==> config.mk <==
export PLATFORM = sky130hd
export DESIGN_NAME = sdram_ctrl
export DESIGN_NICKNAME = d
export VERILOG_FILES = /design/src/rtl/sdc_pkg.sv /design/src/rtl/sdc_refresh_timer.sv /design/src/rtl/sdc_read_capture.sv /design/src/rtl/sdc_sequencer.sv /design/src/rtl/sdram_ctrl.sv
export SDC_FILE = /design/constraint.sdc
export NUM_CORES = 1
export LEC_CHECK = 0
export CAP_MARGIN = 15
export CORE_ASPECT_RATIO = 1.1
export CORE_MARGIN = 2
export CORE_UTILIZATION = 55
export CTS_BUF_LIST = sky130_fd_sc_hd__clkbuf_4
export DETAILED_ROUTE_END_ITERATION = 7
export DONT_BUFFER_PORTS = 1
export PLACE_DENSITY = 0.72
export SYNTH_ARGS = -nofsm -noshare
export SYNTH_HDL_FRONTEND = slang
export SYNTH_SLANG_ARGS = --single-unit
==> constraint.sdc <==
create_clock -name clk -period 4.15 [get_ports clk]
set_clock_uncertainty 0.2 [all_clocks]
set_input_delay 0.2075 -clock clk [delete_from_list [all_inputs] [get_ports clk]]
set_output_delay 0.2075 -clock clk [all_outputs]
set_load 0.03 [all_outputs]
==> src/rtl/sdc_pkg.sv <==
`timescale 1ns/1ps
package sdc_pkg;

  // {cs_n, ras_n, cas_n, we_n}
  typedef enum logic [3:0] {
    CMD_LMR = 4'b0000,
    CMD_REF = 4'b0001,
    CMD_PRE = 4'b0010,
    CMD_ACT = 4'b0011,
    CMD_WR  = 4'b0100,
    CMD_RD  = 4'b0101,
    CMD_NOP = 4'b0111
  } sd_cmd_e;

  // minimum delay: round up, never below one cycle
  function automatic int cyc_min(input int ns, input int mhz);
    int c;
    c = (ns * mhz + 999) / 1000;
    return (c < 1) ? 1 : c;
  endfunction

  // deadline interval: round down so the deadline is never missed
  function automatic int cyc_max(input int ns, input int mhz);
    int c;
    c = (ns * mhz) / 1000;
    return (c < 2) ? 2 : c;
  endfunction

  function automatic int imax(input int a, input int b);
    return (a > b) ? a : b;
  endfunction

endpackage

==> src/rtl/sdc_refresh_timer.sv <==
`timescale 1ns/1ps
module sdc_refresh_timer #(
  parameter int PERIOD = 3125,
  parameter int W      = 12
) (
  input  logic clk,
  input  logic rst,
  input  logic run,
  output logic due
);

  logic [W-1:0] cnt;

  always_ff @(posedge clk) begin
    if (rst || !run) begin
      cnt <= W'(PERIOD - 1);
      due <= 1'b0;
    end else if (cnt == '0) begin
      cnt <= W'(PERIOD - 1);
      due <= 1'b1;
    end else begin
      cnt <= cnt - W'(1);
      due <= 1'b0;
    end
  end

  // the due pulse is one cycle wide
  a_r4_due_single: assert property (@(posedge clk) disable iff (rst) due |=> !due);

endmodule

==> src/rtl/sdc_read_capture.sv <==
`timescale 1ns/1ps
module sdc_read_capture #(
  parameter int CAS_LAT = 3,
  parameter int DATA_W  = 16
) (
  input  logic              clk,
  input  logic              rst,
  input  logic              rd_on_pins,
  input  logic [DATA_W-1:0] dq_i,
  output logic [DATA_W-1:0] rdata,
  output logic              valid
);

  logic [CAS_LAT-1:0] stg;

  generate
    if (CAS_LAT == 1) begin : g_cl1
      always_ff @(posedge clk) begin
        if (rst) stg <= '0;
        else     stg <= rd_on_pins;
      end
    end else begin : g_cln
      always_ff @(posedge clk) begin
        if (rst) stg <= '0;
        else     stg <= {stg[CAS_LAT-2:0], rd_on_pins};
      end
    end
  endgenerate

  always_ff @(posedge clk) begin
    if (rst) begin
      valid <= 1'b0;
      rdata <= '0;
    end else begin
      valid <= stg[CAS_LAT-1];
      if (stg[CAS_LAT-1]) rdata <= dq_i;
    end
  end

  // single-word reads give one-cycle strobes
  a_r7_valid_pulse: assert property (@(posedge clk) disable iff (rst) valid |=> !valid);

endmodule

==> src/rtl/sdc_sequencer.sv <==
`timescale 1ns/1ps
module sdc_sequencer
  import sdc_pkg::*;
#(
  parameter int DATA_W    = 16,
  parameter int COL_W     = 8,
  parameter int ROW_W     = 12,
  parameter int BA_W      = 2,
  parameter int CAS_LAT   = 3,
  parameter int INIT_REFS = 2,
  parameter int PWR_C     = 20000,
  parameter int TRP_C     = 4,
  parameter int TRFC_C    = 14,
  parameter int TRCD_C    = 4,
  parameter int TWR_C     = 3,
  parameter int CNT_W     = 15,
  localparam int ADDR_W   = BA_W + ROW_W + COL_W,
  localparam int BE_W     = DATA_W / 8
) (
  input  logic              clk,
  input  logic              rst,
  input  logic [ADDR_W-1:0] req_addr,
  input  logic              req_read,
  input  logic              req_write,
  input  logic [DATA_W-1:0] req_wdata,
  input  logic [BE_W-1:0]   req_be,
  input  logic              ref_due,
  output logic              req_wait,
  output logic              init_done,
  output sd_cmd_e           cmd_q,
  output logic [BA_W-1:0]   ba_q,
  output logic [ROW_W-1:0]  a_q,
  output logic [BE_W-1:0]   dqm_q,
  output logic [DATA_W-1:0] dq_o,
  output logic              dq_oe
);

  localparam int MRD_C = 2;

  typedef enum logic [3:0] {
    ST_PWR, ST_IRP, ST_IRFC, ST_IMRD, ST_IDLE, ST_RFC, ST_RCD, ST_HOLD, ST_RP
  } st_e;

  st_e               st;
  logic [CNT_W-1:0]  cnt;
  logic [3:0]        refs_left;
  logic              ref_pend;
  logic              lat_wr;
  logic [ADDR_W-1:0] lat_addr;
  logic [DATA_W-1:0] lat_wdata;
  logic [BE_W-1:0]   lat_be;
  logic              cnt_done;

  assign cnt_done = (cnt == '0);
  assign req_wait = (st != ST_IDLE) || ref_pend;

  always_ff @(posedge clk) begin
    if (rst) init_done <= 1'b0;
    else if (st == ST_IDLE) init_done <= 1'b1;
  end

  always_ff @(posedge clk) begin
    if (rst) begin
      st        <= ST_PWR;
      cnt       <= CNT_W'(PWR_C - 1);
      refs_left <= '0;
      ref_pend  <= 1'b0;
      lat_wr    <= 1'b0;
      lat_addr  <= '0;
      lat_wdata <= '0;
      lat_be    <= '0;
      cmd_q     <= CMD_NOP;
      ba_q      <= '0;
      a_q       <= '0;
      dqm_q     <= '1;
      dq_o      <= '0;
      dq_oe     <= 1'b0;
    end else begin
      cmd_q <= CMD_NOP;
      dq_oe <= 1'b0;
      case (st)
        ST_PWR: begin
          if (cnt_done) begin
            cmd_q     <= CMD_PRE;
            a_q       <= '0;
            a_q[10]   <= 1'b1;
            refs_left <= 4'(INIT_REFS);
            cnt       <= CNT_W'(TRP_C - 1);
            st        <= ST_IRP;
          end else cnt <= cnt - CNT_W'(1);
        end
        ST_IRP: begin
          if (cnt_done) begin
            cmd_q     <= CMD_REF;
            refs_left <= refs_left - 4'd1;
            cnt       <= CNT_W'(TRFC_C - 1);
            st        <= ST_IRFC;
          end else cnt <= cnt - CNT_W'(1);
        end
        ST_IRFC: begin
          if (cnt_done) begin
            if (refs_left != '0) begin
              cmd_q     <= CMD_REF;
              refs_left <= refs_left - 4'd1;
              cnt       <= CNT_W'(TRFC_C - 1);
            end else begin
              cmd_q    <= CMD_LMR;
              ba_q     <= '0;
              a_q      <= '0;
              a_q[6:4] <= 3'(CAS_LAT);
              cnt      <= CNT_W'(MRD_C - 1);
              st       <= ST_IMRD;
            end
          end else cnt <= cnt - CNT_W'(1);
        end
        ST_IMRD: begin
          if (cnt_done) st <= ST_IDLE;
          else cnt <= cnt - CNT_W'(1);
        end
        ST_IDLE: begin
          if (ref_pend) begin
            cmd_q    <= CMD_REF;
            ref_pend <= 1'b0;
            cnt      <= CNT_W'(TRFC_C - 1);
            st       <= ST_RFC;
          end else if (req_read || req_write) begin
            cmd_q     <= CMD_ACT;
            ba_q      <= req_addr[ADDR_W-1 -: BA_W];
            a_q       <= req_addr[COL_W +: ROW_W];
            lat_addr  <= req_addr;
            lat_wr    <= req_write;
            lat_wdata <= req_wdata;
            lat_be    <= req_be;
            cnt       <= CNT_W'(TRCD_C - 1);
            st        <= ST_RCD;
          end
        end
        ST_RFC, ST_RP: begin
          if (cnt_done) st <= ST_IDLE;
          else cnt <= cnt - CNT_W'(1);
        end
        ST_RCD: begin
          if (cnt_done) begin
            a_q              <= '0;
            a_q[COL_W-1:0]   <= lat_addr[COL_W-1:0];
            if (lat_wr) begin
              cmd_q <= CMD_WR;
              dq_o  <= lat_wdata;
              dq_oe <= 1'b1;
              dqm_q <= ~lat_be;
              cnt   <= CNT_W'(TWR_C - 1);
            end else begin
              cmd_q <= CMD_RD;
              dqm_q <= '0;
              cnt   <= CNT_W'(CAS_LAT - 1);
            end
            st <= ST_HOLD;
          end else cnt <= cnt - CNT_W'(1);
        end
        ST_HOLD: begin
          if (cnt_done) begin
            cmd_q <= CMD_PRE;
            a_q   <= '0;
            cnt   <= CNT_W'(TRP_C - 1);
            st    <= ST_RP;
          end else cnt <= cnt - CNT_W'(1);
        end
        default: st <= ST_IDLE;
      endcase
      if (ref_due) ref_pend <= 1'b1;
    end
  end

  // spacing tracker for the timing properties
  logic [15:0] gap;
  sd_cmd_e     prev;
  always_ff @(posedge clk) begin
    if (rst) begin
      gap  <= '0;
      prev <= CMD_NOP;
    end else if (cmd_q != CMD_NOP) begin
      gap  <= 16'd1;
      prev <= cmd_q;
    end else if (gap != 16'hFFFF) begin
      gap <= gap + 16'd1;
    end
  end


  a_r3_trcd: assert property (@(posedge clk) disable iff (rst)
    (cmd_q == CMD_RD || cmd_q == CMD_WR) |-> (prev == CMD_ACT && gap >= 16'(TRCD_C)));
  a_r3_trp: assert property (@(posedge clk) disable iff (rst)
    (cmd_q != CMD_NOP && prev == CMD_PRE) |-> gap >= 16'(TRP_C));
  a_r3_trfc: assert property (@(posedge clk) disable iff (rst)
    (cmd_q != CMD_NOP && prev == CMD_REF) |-> gap >= 16'(TRFC_C));
  a_r3_twr: assert property (@(posedge clk) disable iff (rst)
    (cmd_q == CMD_PRE && prev == CMD_WR) |-> gap >= 16'(TWR_C));

  a_r5_refresh_first: assert property (@(posedge clk) disable iff (rst)
    (st == ST_IDLE && ref_pend) |=> cmd_q == CMD_REF);

  a_r9_oe_on_write: assert property (@(posedge clk) disable iff (rst)
    dq_oe |-> cmd_q == CMD_WR);

  a_r2_no_early_act: assert property (@(posedge clk) disable iff (rst)
    (cmd_q == CMD_ACT) |-> init_done);

endmodule

==> src/rtl/sdram_ctrl.sv <==
`timescale 1ns/1ps
module sdram_ctrl
  import sdc_pkg::*;
#(
  parameter int CLK_MHZ    = 200,
  parameter int DATA_W     = 16,
  parameter int COL_W      = 8,
  parameter int ROW_W      = 12,
  parameter int BA_W       = 2,
  parameter int CAS_LAT    = 3,
  parameter int INIT_REFS  = 2,
  parameter int POWERUP_NS = 100000,
  parameter int REFRESH_NS = 15625,
  parameter int TRFC_NS    = 70,
  parameter int TRP_NS     = 20,
  parameter int TRCD_NS    = 20,
  parameter int TWR_NS     = 14,
  localparam int ADDR_W    = BA_W + ROW_W + COL_W,
  localparam int BE_W      = DATA_W / 8
) (
  input  logic              clk,
  input  logic              rst,
  input  logic [ADDR_W-1:0] req_addr,
  input  logic              req_read,
  input  logic              req_write,
  input  logic [DATA_W-1:0] req_wdata,
  input  logic [BE_W-1:0]   req_be,
  output logic              req_wait,
  output logic [DATA_W-1:0] rsp_rdata,
  output logic              rsp_valid,
  output logic              sd_cs_n,
  output logic              sd_ras_n,
  output logic              sd_cas_n,
  output logic              sd_we_n,
  output logic [BA_W-1:0]   sd_ba,
  output logic [ROW_W-1:0]  sd_a,
  output logic [BE_W-1:0]   sd_dqm,
  output logic [DATA_W-1:0] sd_dq_o,
  output logic              sd_dq_oe,
  input  logic [DATA_W-1:0] sd_dq_i
);

  localparam int PWR_C  = cyc_min(POWERUP_NS, CLK_MHZ);
  localparam int REFI_C = cyc_max(REFRESH_NS, CLK_MHZ);
  localparam int TRFC_C = cyc_min(TRFC_NS, CLK_MHZ);
  localparam int TRP_C  = cyc_min(TRP_NS, CLK_MHZ);
  localparam int TRCD_C = cyc_min(TRCD_NS, CLK_MHZ);
  localparam int TWR_C  = cyc_min(TWR_NS, CLK_MHZ);
  localparam int MAXW_C = imax(imax(PWR_C, TRFC_C), imax(imax(TRP_C, TRCD_C), imax(TWR_C, CAS_LAT)));
  localparam int CNT_W  = $clog2(MAXW_C + 1);
  localparam int TMR_W  = $clog2(REFI_C + 1);

  sd_cmd_e cmd;
  logic    init_done;
  logic    ref_due;

  sdc_refresh_timer #(.PERIOD(REFI_C), .W(TMR_W)) u_timer (
    .clk(clk), .rst(rst), .run(init_done), .due(ref_due)
  );

  sdc_sequencer #(
    .DATA_W(DATA_W), .COL_W(COL_W), .ROW_W(ROW_W), .BA_W(BA_W),
    .CAS_LAT(CAS_LAT), .INIT_REFS(INIT_REFS), .PWR_C(PWR_C), .TRP_C(TRP_C),
    .TRFC_C(TRFC_C), .TRCD_C(TRCD_C), .TWR_C(TWR_C), .CNT_W(CNT_W)
  ) u_seq (
    .clk(clk), .rst(rst), .req_addr(req_addr), .req_read(req_read),
    .req_write(req_write), .req_wdata(req_wdata), .req_be(req_be),
    .ref_due(ref_due), .req_wait(req_wait), .init_done(init_done),
    .cmd_q(cmd), .ba_q(sd_ba), .a_q(sd_a), .dqm_q(sd_dqm),
    .dq_o(sd_dq_o), .dq_oe(sd_dq_oe)
  );

  sdc_read_capture #(.CAS_LAT(CAS_LAT), .DATA_W(DATA_W)) u_cap (
    .clk(clk), .rst(rst), .rd_on_pins(cmd == CMD_RD), .dq_i(sd_dq_i),
    .rdata(rsp_rdata), .valid(rsp_valid)
  );

  assign {sd_cs_n, sd_ras_n, sd_cas_n, sd_we_n} = cmd;

endmodule

=== Word level (Yosys, flattened, before mapping) ===
Index checks and enable logic that the tools add are counted.

* Add/sub/neg operators: 3
* Equal/unequal tests: 22
* Bitwise operators: 4
* Muxes and demuxes: 50
* Reductions and logical operators: 25

{| class="wikitable"
|+ Operators with widths
! operator !! count
|-
| 2-to-1 mux 15 bit || 7
|-
| one-hot mux 15 bit (6 select lines) || 1
|-
| 2-to-1 mux 12 bit || 7
|-
| 2-to-1 mux 4 bit || 16
|-
| one-hot mux 12 bit (5 select lines) || 1
|-
| one-hot mux 4 bit (7 select lines) || 1
|-
| == test 4 x 3 -> 1 bit (second input constant) || 5
|-
| one-hot mux 4 bit (5 select lines) || 1
|-
| AND reduction 8 bit || 2
|-
| logical NOT 15 bit || 1
|-
| subtractor 15 x 1 -> 15 bit (second input constant) || 1
|-
| != test 2 x 1 -> 1 bit (second input constant) || 7
|-
| logical NOT 12 bit || 1
|-
| one-hot mux 4 bit (3 select lines) || 1
|-
| subtractor 12 x 1 -> 12 bit (second input constant) || 1
|-
| 2-to-1 mux 2 bit || 5
|-
| AND reduction 5 bit || 2
|-
| 2-to-1 mux 3 bit || 3
|-
| AND reduction 3 bit || 3
|-
| == test 4 x 2 -> 1 bit (second input constant) || 2
|-
| != test 2 bit (second input constant) || 4
|-
| 2-to-1 mux 1 bit || 6
|-
| nonzero test 6 bit || 1
|-
| OR reduction 3 bit || 2
|-
| 17 further kinds || 23
|}

* Register bits: 122
* Input port bits: 60

=== Depth between registers and ports, before layout ===
Gate-level depths: netlist of the first run.

* Word-level depth: 4
* Gate-level depth with buffers: 10

=== Modules after synthesis ===
From an unflattened synthesis of the first run, not the netlist that was laid out.

* Cells, all modules: 626
* Area, all modules: 5346.4 um2

{| class="wikitable"
|+ Modules (own cells, without submodules)
! module !! instances !! area an instance (um2) !! cells an instance
|-
| sdc_sequencer || 1 || 4011.3 || 498
|-
| sdc_read_capture || 1 || 684.4 || 60
|-
| sdc_refresh_timer || 1 || 638.1 || 67
|-
| sdram_ctrl || 1 || 12.5 || 1
|}

=== Least setup slack after synthesis of the first run ===
Ideal clock, no wire load.

* Kind: flip-flop to flip-flop
* From: reg u_seq.cnt[0]
* To: reg u_seq.st[3]
* Setup time: 0.128 ns
* Clock period less this slack: 2.339 ns
* Slack: 1.811 ns
* Required time: 3.822 ns
* Arrival time: 2.012 ns
* Buffers on the path: 1
* Stages on the path, launching flop included: 10
* Path through: dfxtp_1 inv_1 ha_1 nor4b_2 and4_1 buf_4 a2111oi_4 a221o_1 mux2i_1 nor2_1

* Longest elaborated chain between the ends: 3

{| class="wikitable"
|+ RTL lines
! item !! line !! RTL
|-
| start, declared || sdc_sequencer.sv:45 || <nowiki>logic [CNT_W-1:0] cnt;</nowiki>
|-
| start signal, assigned || sdc_sequencer.sv:65 || <nowiki>cnt <= CNT_W'(PWR_C - 1);</nowiki>
|-
| start signal, assigned || sdc_sequencer.sv:88 || <nowiki>cnt <= CNT_W'(TRP_C - 1);</nowiki>
|-
| start signal, assigned || sdc_sequencer.sv:90 || <nowiki>end else cnt <= cnt - CNT_W'(1);</nowiki>
|-
| logical NOT 15 bit * || sdc_sequencer.sv:54 || <nowiki>assign cnt_done = (cnt == '0);</nowiki>
|-
| != test 2 x 1 -> 1 bit (no line) || -- ||
|-
| AND reduction 8 bit (no line) * || -- ||
|-
| end signal, assigned || sdc_sequencer.sv:64 || <nowiki>st <= ST_PWR;</nowiki>
|-
| end signal, assigned || sdc_sequencer.sv:89 || <nowiki>st <= ST_IRP;</nowiki>
|-
| end signal, assigned || sdc_sequencer.sv:97 || <nowiki>st <= ST_IRFC;</nowiki>
|-
| end, declared || sdc_sequencer.sv:44 || <nowiki>st_e st;</nowiki>
|}

Every way passes the cells marked *; elsewhere a longest branch is shown, timed or not.
A chain may end at the register's enable or synchronous reset.

=== Final worst setup path of the first run ===
* From: reg u_seq.st[1]
* To: reg u_seq.a_q[11]

* Longest elaborated chain between the ends: 3

{| class="wikitable"
|+ RTL lines
! item !! line !! RTL
|-
| == test 4 x 2 -> 1 bit (tied with other cells) || sdc_sequencer.sv:81 || <nowiki>case (st)</nowiki>
|-
| nonzero test 5 bit (no line) (tied with other cells) || -- ||
|-
| AND reduction 8 bit (no line) || -- ||
|-
| end signal, assigned || sdc_sequencer.sv:129 || <nowiki>a_q <= req_addr[COL_W +: ROW_W];</nowiki>
|-
| end signal, assigned by index || sdc_sequencer.sv:145 || <nowiki>a_q[COL_W-1:0] <= lat_addr[COL_W-1:0];</nowiki>
|-
| end, declared || sdc_sequencer.sv:32 || <nowiki>output logic [ROW_W-1:0] a_q,</nowiki>
|}

Several ways; a longest one is shown, not always the timed one.

==> results of run 1 <==
-- worst min-delay path: cells and delay by family --
kind                   cells  cell delay, ns
AOI/OAI and AO/OA          1            0.06
buffers and inverters      1            0.54
and+or+nand+nor            1            0.05
-- timing repair --
item	4_1_cts	5_1_grt
hold buffers	74	0
resized for setup	0	0
hold endpoints to repair	121	0
-- synthesized netlist by cell type (3+ instances only) --
master    instances  area (sq um)
ha_1              5         62.56
nor3_2            4         40.04
buf_2             7         35.03
nor4_1            4         25.02
or3_1             5         31.28
a22oi_1           3         22.52
o21bai_1          3         22.52
nand3b_1          3         22.52
dfxtp_1         121          2422
buf_1             5         18.77
a211o_1           4         35.03
nand2b_1          6         37.54
a31oi_1           7         43.79
nand2_1         124         465.5
a221o_1           4         40.04
a221oi_1          6         52.55
inv_1            10         37.54
o21ai_0          17         85.08
nor3_1           34         170.2
mux2i_1          17         170.2
nor2_1           68         255.2
nor2b_1           6         37.54
xnor2_1          14         122.6
clkbuf_1         25         93.84
nand3_1          12         60.06
or4_1             3         22.52
a21oi_1          70         350.3
buf_4             3         22.52
xor2_1            5         43.79
nor3b_1           5         37.54
and2_1            3         18.77
-- logic make-up (layout without fill, tap and decap cells) --
group	Yosys count	count (layout)	synth area share [%]
AOI/OAI and AO/OA	132	132	15.94
xor gates and xnor gates	19	19	3.206
adders and majority gates	5	5	1.205
buffers and inverters	51	117	4.074
DFF	121	121	46.67
muxes	17	17	3.279
other	1	1	0.07225
and+or+nand+nor	288	288	25.55
-- power breakdown --
| part | leakage, nW | switching [mW] | internal, mW |
|---|---|---|---|
| Clock | 0.155 | 0.470 | 0.427 |
| Sequential | 0.976 | 0.0550 | 1.18 |
| Combinational | 1.02 | 0.140 | 0.123 |
-- layer usage --
layer / up-vias / GRT usage (%) / share of wire, %
met3: 43 / 7.493 / 5.6
met2: 161 / 44.30 / 51
met1: 2228 / 29.81 / 40
met4: 0 / 13.18 / 3.5
li1: 2301 / - / -
met5: - / 0 / 0
-- state kept, by name, indices dropped and copies added (netlist names), 2 cells and up --
register         count
u_seq.cnt           15
u_cap.stg            3
u_timer.cnt         12
u_seq.lat_be         2
u_seq.dq_o          16
u_seq.lat_addr       8
u_cap.rdata         16
u_seq.cmd_q          3
u_seq.refs_left      4
u_seq.lat_wdata     16
u_seq.st             4
u_seq.ba_q           2
u_seq.dqm_q          2
u_seq.a_q           12
-- area by class of cell --
type                       count  area (sq um)
clock buffer                  18         135.1
clock inverter                13         170.2
fill                         735          3018
inverter                      11         41.29
multi-input combinational    462          2560
sequential                   121          2422
tap                          117         146.4
timing repair buffer          75         765.7
-- cells in the final DEF, fill, tap and decap left out, drive strengths merged, types with 3 or more instances in the layout --
master	n
o21bai	3
inv	12
nand2	124
nor2	69
nor3b	5
nand2b	6
nor2b	6
and2	3
a21oi	71
dfxtp	121
xor2	5
a221oi	6
mux2i	17
a31oi	7
clkinv	6
clkbuf	18
a211oi	3
xnor2	14
dlygate4sd3	73
clkinvlp	3
a22oi	3
ha	5
or4	3
nor4	5
nand3	12
a221o	4
or3	5
a211o	4
o21ai	18
bufinv	3
nor3	38
nand3b	3
-- worst paths after layout --
check                                                 startpoint                           to  slack, ns  depth (start not counted)
worst min register to register  u_seq.lat_wdata[14]$_SDFFE_PP0P_  u_seq.dq_o[14]$_SDFFE_PP0P_       0.25                          2
worst max register to register          u_seq.st[1]$_SDFFE_PP0P_   u_seq.a_q[11]$_SDFFE_PP0P_       0.62                          7
worst max-delay path                    u_seq.st[1]$_SDFFE_PP0P_   u_seq.a_q[11]$_SDFFE_PP0P_       0.62                          7
worst min-delay path                                req_addr[17]    u_seq.a_q[9]$_SDFFE_PP0P_       0.15                          3
-- per-stage QoR --
stage	instance area, sq um	total power [mW]	utilization [%]
after floorplan	5190	1.431	-
after global placement	5177	1.452	55.92
after detailed placement	5177	1.457	55.92
after CTS	6241	2.403	67.41
after global routing	6241	2.495	67.41
final	6241	2.399	67.41
==> impl_results.md, run 1 <==
- I/O Pins: 115
- DR vias/cell: roughly 5.8
- Clk_lat worst skew: 0.54 ns
- Pwr Density: 384.4 nW/um^2
- CP Cell Sequence: nand2_1, a21oi_2, nand2_1, a211oi_2, nand3_1, a21oi_1, dlygate4sd3_1
- Critical Path Max Stage Delay: 0.81 ns
- Worst slack, placed: between 1 and 1.5 ns
- CP required: 4.44 ns
- Final wirelength: 13210 microns
- Yosys reg bits: 121
- WP data arrival: 3.82 ns
- Normalized max-slew margin: 28.07%
- Post-synthesis area per instance: ~8.2 sq um
- Vias in the first global route: 4616
- Layout Cells excl Fill: 817
- Worst Setup Start Kind: flop
- Final worst setup slack: 0.6214 ns
- Setup TNS: 0 ns
- CP max FO: 21
- Lkg Pwr: 2.146 nW
- Post-synth EDFFs: 0
- Postcts setup bufs: 0
- H-Tree Level Count: 4
- RSZ-0062 raised after global routing: false
- YS warnings: 0
- DRC Markers: 0
- WHS: around 0.15 ns
- Hold crit path type: primary input to flop
- Antenna Nets Post-Route: 0
- Syn nets: 699
- DP Cell Count: between 700 and 800
- Std-Cell Rows: 37
- Endpoints failing hold: 0
- P&R area growth vs syn: 20.25%
- Detail-routed net length per standard cell: 16.17 microns
- DR vias: between 4000 and 5000
- Worst path top cell family by delay: compound AO/OA/AOI/OAI gates
- Yosys cell types: between 50 and 60
- Max cap viols: 0
- VDD IR max: around 290 uV
- Achievable Freq: 0.2834 GHz
- ANT cells: 0
- CP max stage cell: dfxtp_1
- Fin crit share: 85.03%
- Nets: 753
- Iteration-0 DRC Markers: 407
- Pin count of the biggest net entering global routing: between 100 and 150
- Final slew viol count: 0
- Core box area: 9259 sq um
- CTS clk-pin slew, worst paths: 0.13 ns
- Starting Density: 56.05%
- CP Buf/Inv Count: 1
- DR pass1 iterations: 5
- Async SR Flop Fraction: 0%
- Synth Cell Area: 5190 sq um
- Critical path class: flop to flop
- Clk buf depth: 2
- CTS buffer count: 17
- CTS tree: yes
- Outcome: complete, no violations
- Gate Count Post-Synth: roughly 630
- GPL Wtd Cong: 0.9039
- Post-DP HPWL: 7862 microns
- Tmin final: 3.529 ns
- First-pass GRT wire length: 21600 microns
- Final Setup Violations: 0
- GR Util All Layers: 26.03%
- Crit end category: flop
- Top FF cell, synth: dfxtp_1
- Port bufs: 0
- Least-Margin Pin Slew: 1.079 ns
- Ratio of cells with drive above 1 in the final layout: 6.571%
- Most frequent CP cell: nand2_1
- Root Buffer: clkbuf_4
- Die area: around 10000 sq um
- Total congestion overflow: 0
- Die W: 96.62 microns
- Initial antenna violation count: 0
- Clk sink count: 121
- Register area share after synthesis: 46.67%
- Die height: 105.9 microns
Power figures use the tool's default switching activity.
==> run 2, diff against run 1 <==
CTS_CLUSTER_SIZE = 25   (was unset)
clock period = 3.7 ns   (was 4.15 ns; I/O delays follow)
==> impl_results.md, run 2 (same netlist as run 1, synthesis figures left out) <==
- Initial antenna violation count: 1 (+1)
- Clk sink count: 121 (unchanged)
- Clk buf depth: 2 (unchanged)
- Iteration-0 DRC Markers: 325 (-20%)
- Core box area: 9259 sq um (unchanged)
- DP Cell Count: 713 (+0.14%)
- CTS tree: yes
- VDD IR max: 246.2 uV (-16%)
- Most frequent cells in the layout: nand2_1 (124), dfxtp_1 (121), dlygate4sd3_1 (73)
- Final slew viol count: 0 (unchanged)
- CP required: 3.91 ns (-0.53 ns)
- Hold crit path type: primary input to flop
- GPL Wtd Cong: 0.9564 (+5.8%)
- Total congestion overflow: 0 (unchanged)
- Root Buffer: clkbuf_4
- Die W: 96.62 microns (unchanged)
- Commonest non-fill, non-tap cell in the layout: nand2_1
- Final wirelength: 13040 microns (-1.3%)
- CTS clk-pin slew, worst paths: 0.13 ns (about the same)
- DR pass1 iterations: 6 (+1)
- CTS buffer count: 17 (unchanged)
- Starting Density: 56.05% (unchanged)
- Worst setup path start: u_seq.st[2]$_SDFFE_PP0P_
- Tmin final: 3.370 ns (-0.1589 ns)
- Lkg Pwr: 2.142 nW (-0.19%)
- FF-to-FF setup slack: 0.33 ns (-0.29 ns)
- Fin crit share: 91.07% (+6.0 points)
- Nets: 754 (+0.13%)
- Critical path class: flop to flop
- Die height: 105.9 microns (unchanged)
- I/O Pins: 115 (unchanged)
- Worst Setup Start Kind: flop
- First-pass GRT wire length: 21570 microns (-0.16%)
- Worst R2R Start: u_seq.st[2]$_SDFFE_PP0P_
- Achievable Freq: 0.2968 GHz (+4.7%)
- H-Tree Level Count: 4 (unchanged)
- Endpoints failing hold: 0 (unchanged)
- Net Sw Power: 0.7380 mW (+11%)
- Crit end category: flop
- Ratio of cells with drive above 1 in the final layout: 6.553% (-0.019 points)
- Antenna Nets Post-Route: 0 (unchanged)
- HP Start: req_wdata[11]
- Top Registers: u_cap.rdata x16, u_seq.dq_o x16, u_seq.lat_wdata x16
- Clk pwr share: 35.8% (-1.6 points)
- Std-Cell Rows: 37 (unchanged)
- Clk_lat worst skew: 0.53 ns (about the same)
- Max cap viols: 0 (unchanged)
- Final Setup Violations: 0 (unchanged)
- Part of the power in registers: 52.9% (+1.2 points)
- Post-DP HPWL: 8037 microns (+2.2%)
- RSZ-0062 raised after global routing: false
- Sw frac: 28.09% (+0.37 points)
- Outcome: complete, no violations
- Pwr Density: 421.6 nW/um^2 (+9.7%)
- Normalized max-slew margin: 29.06% (+1.0 points)
- WP data arrival: 3.58 ns (-0.24 ns)
- DR vias: 4697 (-0.76%)
- Least-Margin Pin Slew: 1.064 ns (-0.01496 ns)
- P_int: 1.890 mW (+9.0%)
- Detail-routed net length per standard cell: 15.90 microns (-1.7%)
- Vias in the first global route: 4620 (+0.087%)
- Layout Cells excl Fill: 820 (+0.37%)
- Port bufs: 0 (unchanged)
- Setup TNS: 0 ns (unchanged)
- Pin count of the biggest net entering global routing: 117 (unchanged)
- DR vias/cell: 5.728 (-1.1%)
- CP max FO: 27 (+29%)
- Die area: 10230 sq um (unchanged)
- P&R area growth vs syn: 20.08%
- DRC Markers: 0 (unchanged)
- Part of the power in combinational logic: 11.3% (+0.3 points)
- GR Util All Layers: 25.82% (-0.22 points)
run 2: per-layer routing:
layer	global-route usage, %	part of all wire, %	vias to the layer above
li1	-	-	2294
met5	0	0	-
met1	29.04	40	2194
met2	44.74	51	174
met4	13.38	2.5	0
met3	6.963	6.3	35
run 2: worst max-delay path, cell delays in order, from the launching register on:
cell           delay [ns]
dfxtp_1              0.74
nor2b_1              0.41
nand2_1              0.23
nor2_1               0.42
o21ai_2              0.42
nand2_1              0.18
a21oi_1              0.09
dlygate4sd3_1        0.58
run 2: path summary, 6_finish.rpt:
path                                 endpoint  depth (start not counted)
min reg2reg           u_cap.stg[2]$_SDFF_PP0_                          1
max            u_seq.lat_addr[1]$_SDFFE_PP0P_                          7
min          u_seq.lat_wdata[11]$_SDFFE_PP0P_                          3
max reg2reg    u_seq.lat_addr[1]$_SDFFE_PP0P_                          7
run 2: final cells by class:
type                    instances  area, sq um
well taps                     117        146.4
multi-input cells             462         2560
fillers                       766         3027
clock inverters                13        143.9
diodes                          1        2.502
repair buffers                 76        773.2
flip-flops and latches        121         2422
inverters                      11        41.29
clock buffers                  19        142.6
run 2: timing repair:
item,4_1_cts,5_1_grt
endpoints found under the hold margin,121,0
setup buffers,0,0
hold buffers,74,0
resized for setup,0,0
run 2: power by group through the flow:
| stage | combinational [mW] | clock [mW] | sequential (mW) |
|---|---|---|---|
| 2_1_floorplan | 0.214 | 0 | 1.39 |
| 3_3_place_gp | 0.213 | 0 | 1.42 |
| 3_5_place_dp | 0.214 | 0 | 1.42 |
| 4_1_cts | 0.290 | 0.955 | 1.39 |
| 5_1_grt | 0.325 | 1.01 | 1.40 |
| 6_report | 0.297 | 0.941 | 1.39 |
run 2: through the flow:
step | cell area [sq um] | utilization [%] | worst slack [ns] | hold WS, ns | power (mW)
after global placement | 5185 | 56.00 | 0.9237 | 0.07443 | 1.629
final | 6232 | 67.31 | 0.3303 | 0.1393 | 2.628
after detailed placement | 5185 | 56.00 | 0.6715 | 0.07166 | 1.633
after global routing | 6232 | 67.31 | 0.08814 | 0.1234 | 2.736
after floorplan | 5190 | - | 1.361 | 0.1176 | 1.605
after CTS | 6230 | 67.28 | 0.3593 | 0.09616 | 2.633
==> run 3, diff against run 2 <==
clock period = 3.3 ns   (was 3.7 ns; I/O delays follow)
==> impl_results.md, run 3 (same netlist as run 1, synthesis figures left out) <==
- Outcome: complete, no violations
- WHS: 0.1350 ns (-0.004293 ns)
- Top Registers: u_cap.rdata x16, u_seq.dq_o x16, u_seq.lat_wdata x16
- CP max stage cell: dlygate4sd3_1
- Final wirelength: 12680 microns (-2.7%)
- Sw frac: 27.38% (-0.70 points)
- Die height: 105.9 microns (unchanged)
- CP max FO: 27 (unchanged)
- RSZ-0062 raised after global routing: false
- Part of the power in combinational logic: 12.4% (+1.1 points)
- GPL Wtd Cong: 0.9474 (-0.94%)
- Initial antenna violation count: 0 (-1)
- Pwr Density: 453.5 nW/um^2 (+7.6%)
- Post-DP HPWL: 7953 microns (-1.0%)
- Part of the power in registers: 55.4% (+2.5 points)
- Vias in the first global route: 4427 (-4.2%)
- Critical path class: flop to flop
- GR Util All Layers: 25.10% (-0.72 points)
- Nets: 754 (unchanged)
- Hold Crit Endpoint: u_seq.lat_wdata[13]$_SDFFE_PP0P_
- Least-Margin Pin Slew: 0.9824 ns (-0.08146 ns)
- Postcts setup bufs: 0 (unchanged)
- CTS clk-pin slew, worst paths: 0.10 ns (-0.03 ns)
- Antenna Nets Post-Route: 0 (unchanged)
- Normalized max-slew margin: 34.39% (+5.3 points)
- Die W: 96.62 microns (unchanged)
- Port bufs: 0 (unchanged)
- I/O Pins: 115 (unchanged)
- CTS tree: yes
- ANT cells: 0 (-1)
- Most frequent cells in the layout: nand2_1 (124), dfxtp_1 (120), a21oi_1 (70)
- Detail-routed net length per standard cell: 15.53 microns (-2.4%)
- VDD IR max: 284.4 uV (+16%)
- Achievable Freq: 0.3435 GHz (+16%)
- Std-Cell Rows: 37 (unchanged)
- Lkg Pwr: 2.110 nW (-1.5%)
- Die area: 10230 sq um (unchanged)
- WP data arrival: 3.11 ns (-0.47 ns)
- Clk_lat worst skew: 0.52 ns (about the same)
- Total congestion overflow: 0 (unchanged)
- Setup TNS: 0 ns (unchanged)
- R2R depth: 7 (unchanged)
- Core box area: 9259 sq um (unchanged)
- Clk sink count: 121 (unchanged)
- P&R area growth vs syn: 18.85%
- Clk buf depth: 2 (unchanged)
- Final Setup Violations: 0 (unchanged)
- Most frequent CP cell: nand2_1
- Net Sw Power: 0.7659 mW (+3.8%)
- P_int: 2.031 mW (+7.5%)
- First-pass GRT wire length: 20980 microns (-2.7%)
- HP Start: req_wdata[13]
- DR pass1 iterations: 5 (-1)
- DR vias: 4690 (-0.15%)
- Commonest non-fill, non-tap cell in the layout: nand2_1
- Clk pwr share: 32.2% (-3.6 points)
- Post-route cell area: 6168 sq um (-1.0%)
- DRC Markers: 0 (unchanged)
- Ratio of cells with drive above 1 in the final layout: 7.571% (+1.0 points)
- Root Buffer: clkbuf_4
- Placed cell area: 5238 sq um (+1.0%)
- CP Cell Sequence: nor2b_1, nand2_1, nor2_2, o21ai_4, nand2_1, a21oi_1, dlygate4sd3_1
- CP required: 3.50 ns (-0.41 ns)
- FF-to-FF setup slack: 0.39 ns (+0.06 ns)
- Worst Setup Start Kind: flop
- Final slew viol count: 0 (unchanged)
- Layout Cells excl Fill: 817 (-0.37%)
- Max cap viols: 0 (unchanged)
- Critical Path Max Stage Delay: 0.59 ns (-0.15 ns)
- CTS buffer count: 17 (unchanged)
- Hold crit path type: primary input to flop
- Iteration-0 DRC Markers: 399 (+23%)
- Crit end category: flop
- Endpoints failing hold: 0 (unchanged)
- Pin count of the biggest net entering global routing: 117 (unchanged)
- DP Cell Count: 720 (+0.98%)
- Reg-to-reg critical path endpoint: u_seq.lat_addr[7]$_SDFFE_PP0P_
- DR vias/cell: 5.741 (+0.22%)
- Starting Density: 56.05% (unchanged)
- H-Tree Level Count: 4 (unchanged)
- WHS Path Cells: 3 (unchanged)
- Fin crit share: 88.22% (-2.9 points)
- Worst R2R Start: u_seq.st[2]$_SDFFE_PP0P_
- Tmin final: 2.911 ns (-0.4585 ns)
[run 3: cell type report]
type | instances | area (sq um)
Inverter | 11 | 41.29
Sequential cell | 121 | 2424
Multi-Input combinational cell | 462 | 2570
Tap cell | 117 | 146.4
Clock buffer | 20 | 150.1
Fill cell | 770 | 3090
Timing Repair Buffer | 76 | 755.7
Clock inverter | 10 | 81.33
[run 3: metrics by stage]
step                power [mW]  worst slack (ns)  utilization, %
floorplan                1.799            0.9608               -
global placement         1.831            0.5339           56.57
detailed placement       1.834            0.5298           56.57
CTS                      2.809           0.02368           66.50
global route             2.934            0.1988           66.62
finish                   2.797            0.3888           66.62
[run 3: worst max path at each step]
stage	from	end	slack, ns	cells past startpoint
CTS	u_seq.st[2]$_SDFFE_PP0P_	u_seq.lat_addr[7]$_SDFFE_PP0P_	0.02	7
global route	u_seq.st[2]$_SDFFE_PP0P_	u_seq.lat_addr[7]$_SDFFE_PP0P_	0.20	7
floorplan	u_seq.cnt[0]$_SDFFE_PP1P_	u_seq.st[3]$_SDFFE_PP0P_	0.96	9
detailed placement	u_seq.st[2]$_SDFFE_PP0P_	u_seq.ba_q[1]$_SDFFE_PP0P_	0.53	6
finish	u_seq.st[2]$_SDFFE_PP0P_	u_seq.lat_addr[7]$_SDFFE_PP0P_	0.39	7
global placement	u_seq.st[2]$_SDFFE_PP0P_	u_seq.ba_q[0]$_SDFFE_PP0P_	0.53	6
[run 3: repair_timing]
action | in CTS | in global routing
setup endpoints to repair | 0 | 5
endpoints found under the hold margin | 121 | 0
hold buffers | 67 | 0
resized for setup | 0 | 3
[run 3: worst max-delay path: cells and delay by family (launching register included)]
| family | cells | cell delay [ns] |
|---|---|---|
| flip-flops | 1 | 0.56 |
| AO/OA/AOI/OAI | 2 | 0.34 |
| buffers and inverters | 1 | 0.59 |
| AND/OR/NAND/NOR | 4 | 1.10 |
[run 3: power by group through the flow]
stage | logic [mW] | registers [mW] | clock network, mW
floorplan | 0.240 | 1.56 | 0
global placement | 0.251 | 1.58 | 0
detailed placement | 0.253 | 1.58 | 0
CTS | 0.338 | 1.55 | 0.924
global route | 0.382 | 1.56 | 0.995
finish | 0.346 | 1.55 | 0.902
[run 3: layer usage]
layer	wire, microns	share of wire [%]	up-vias	track usage, %
met3	834	6.6	36	7.825
met5	0	0	-	0
met2	6339	50	176	42.36
met4	363	2.9	0	11.27
met1	5148	41	2189	29.24
li1	-	-	2289	-
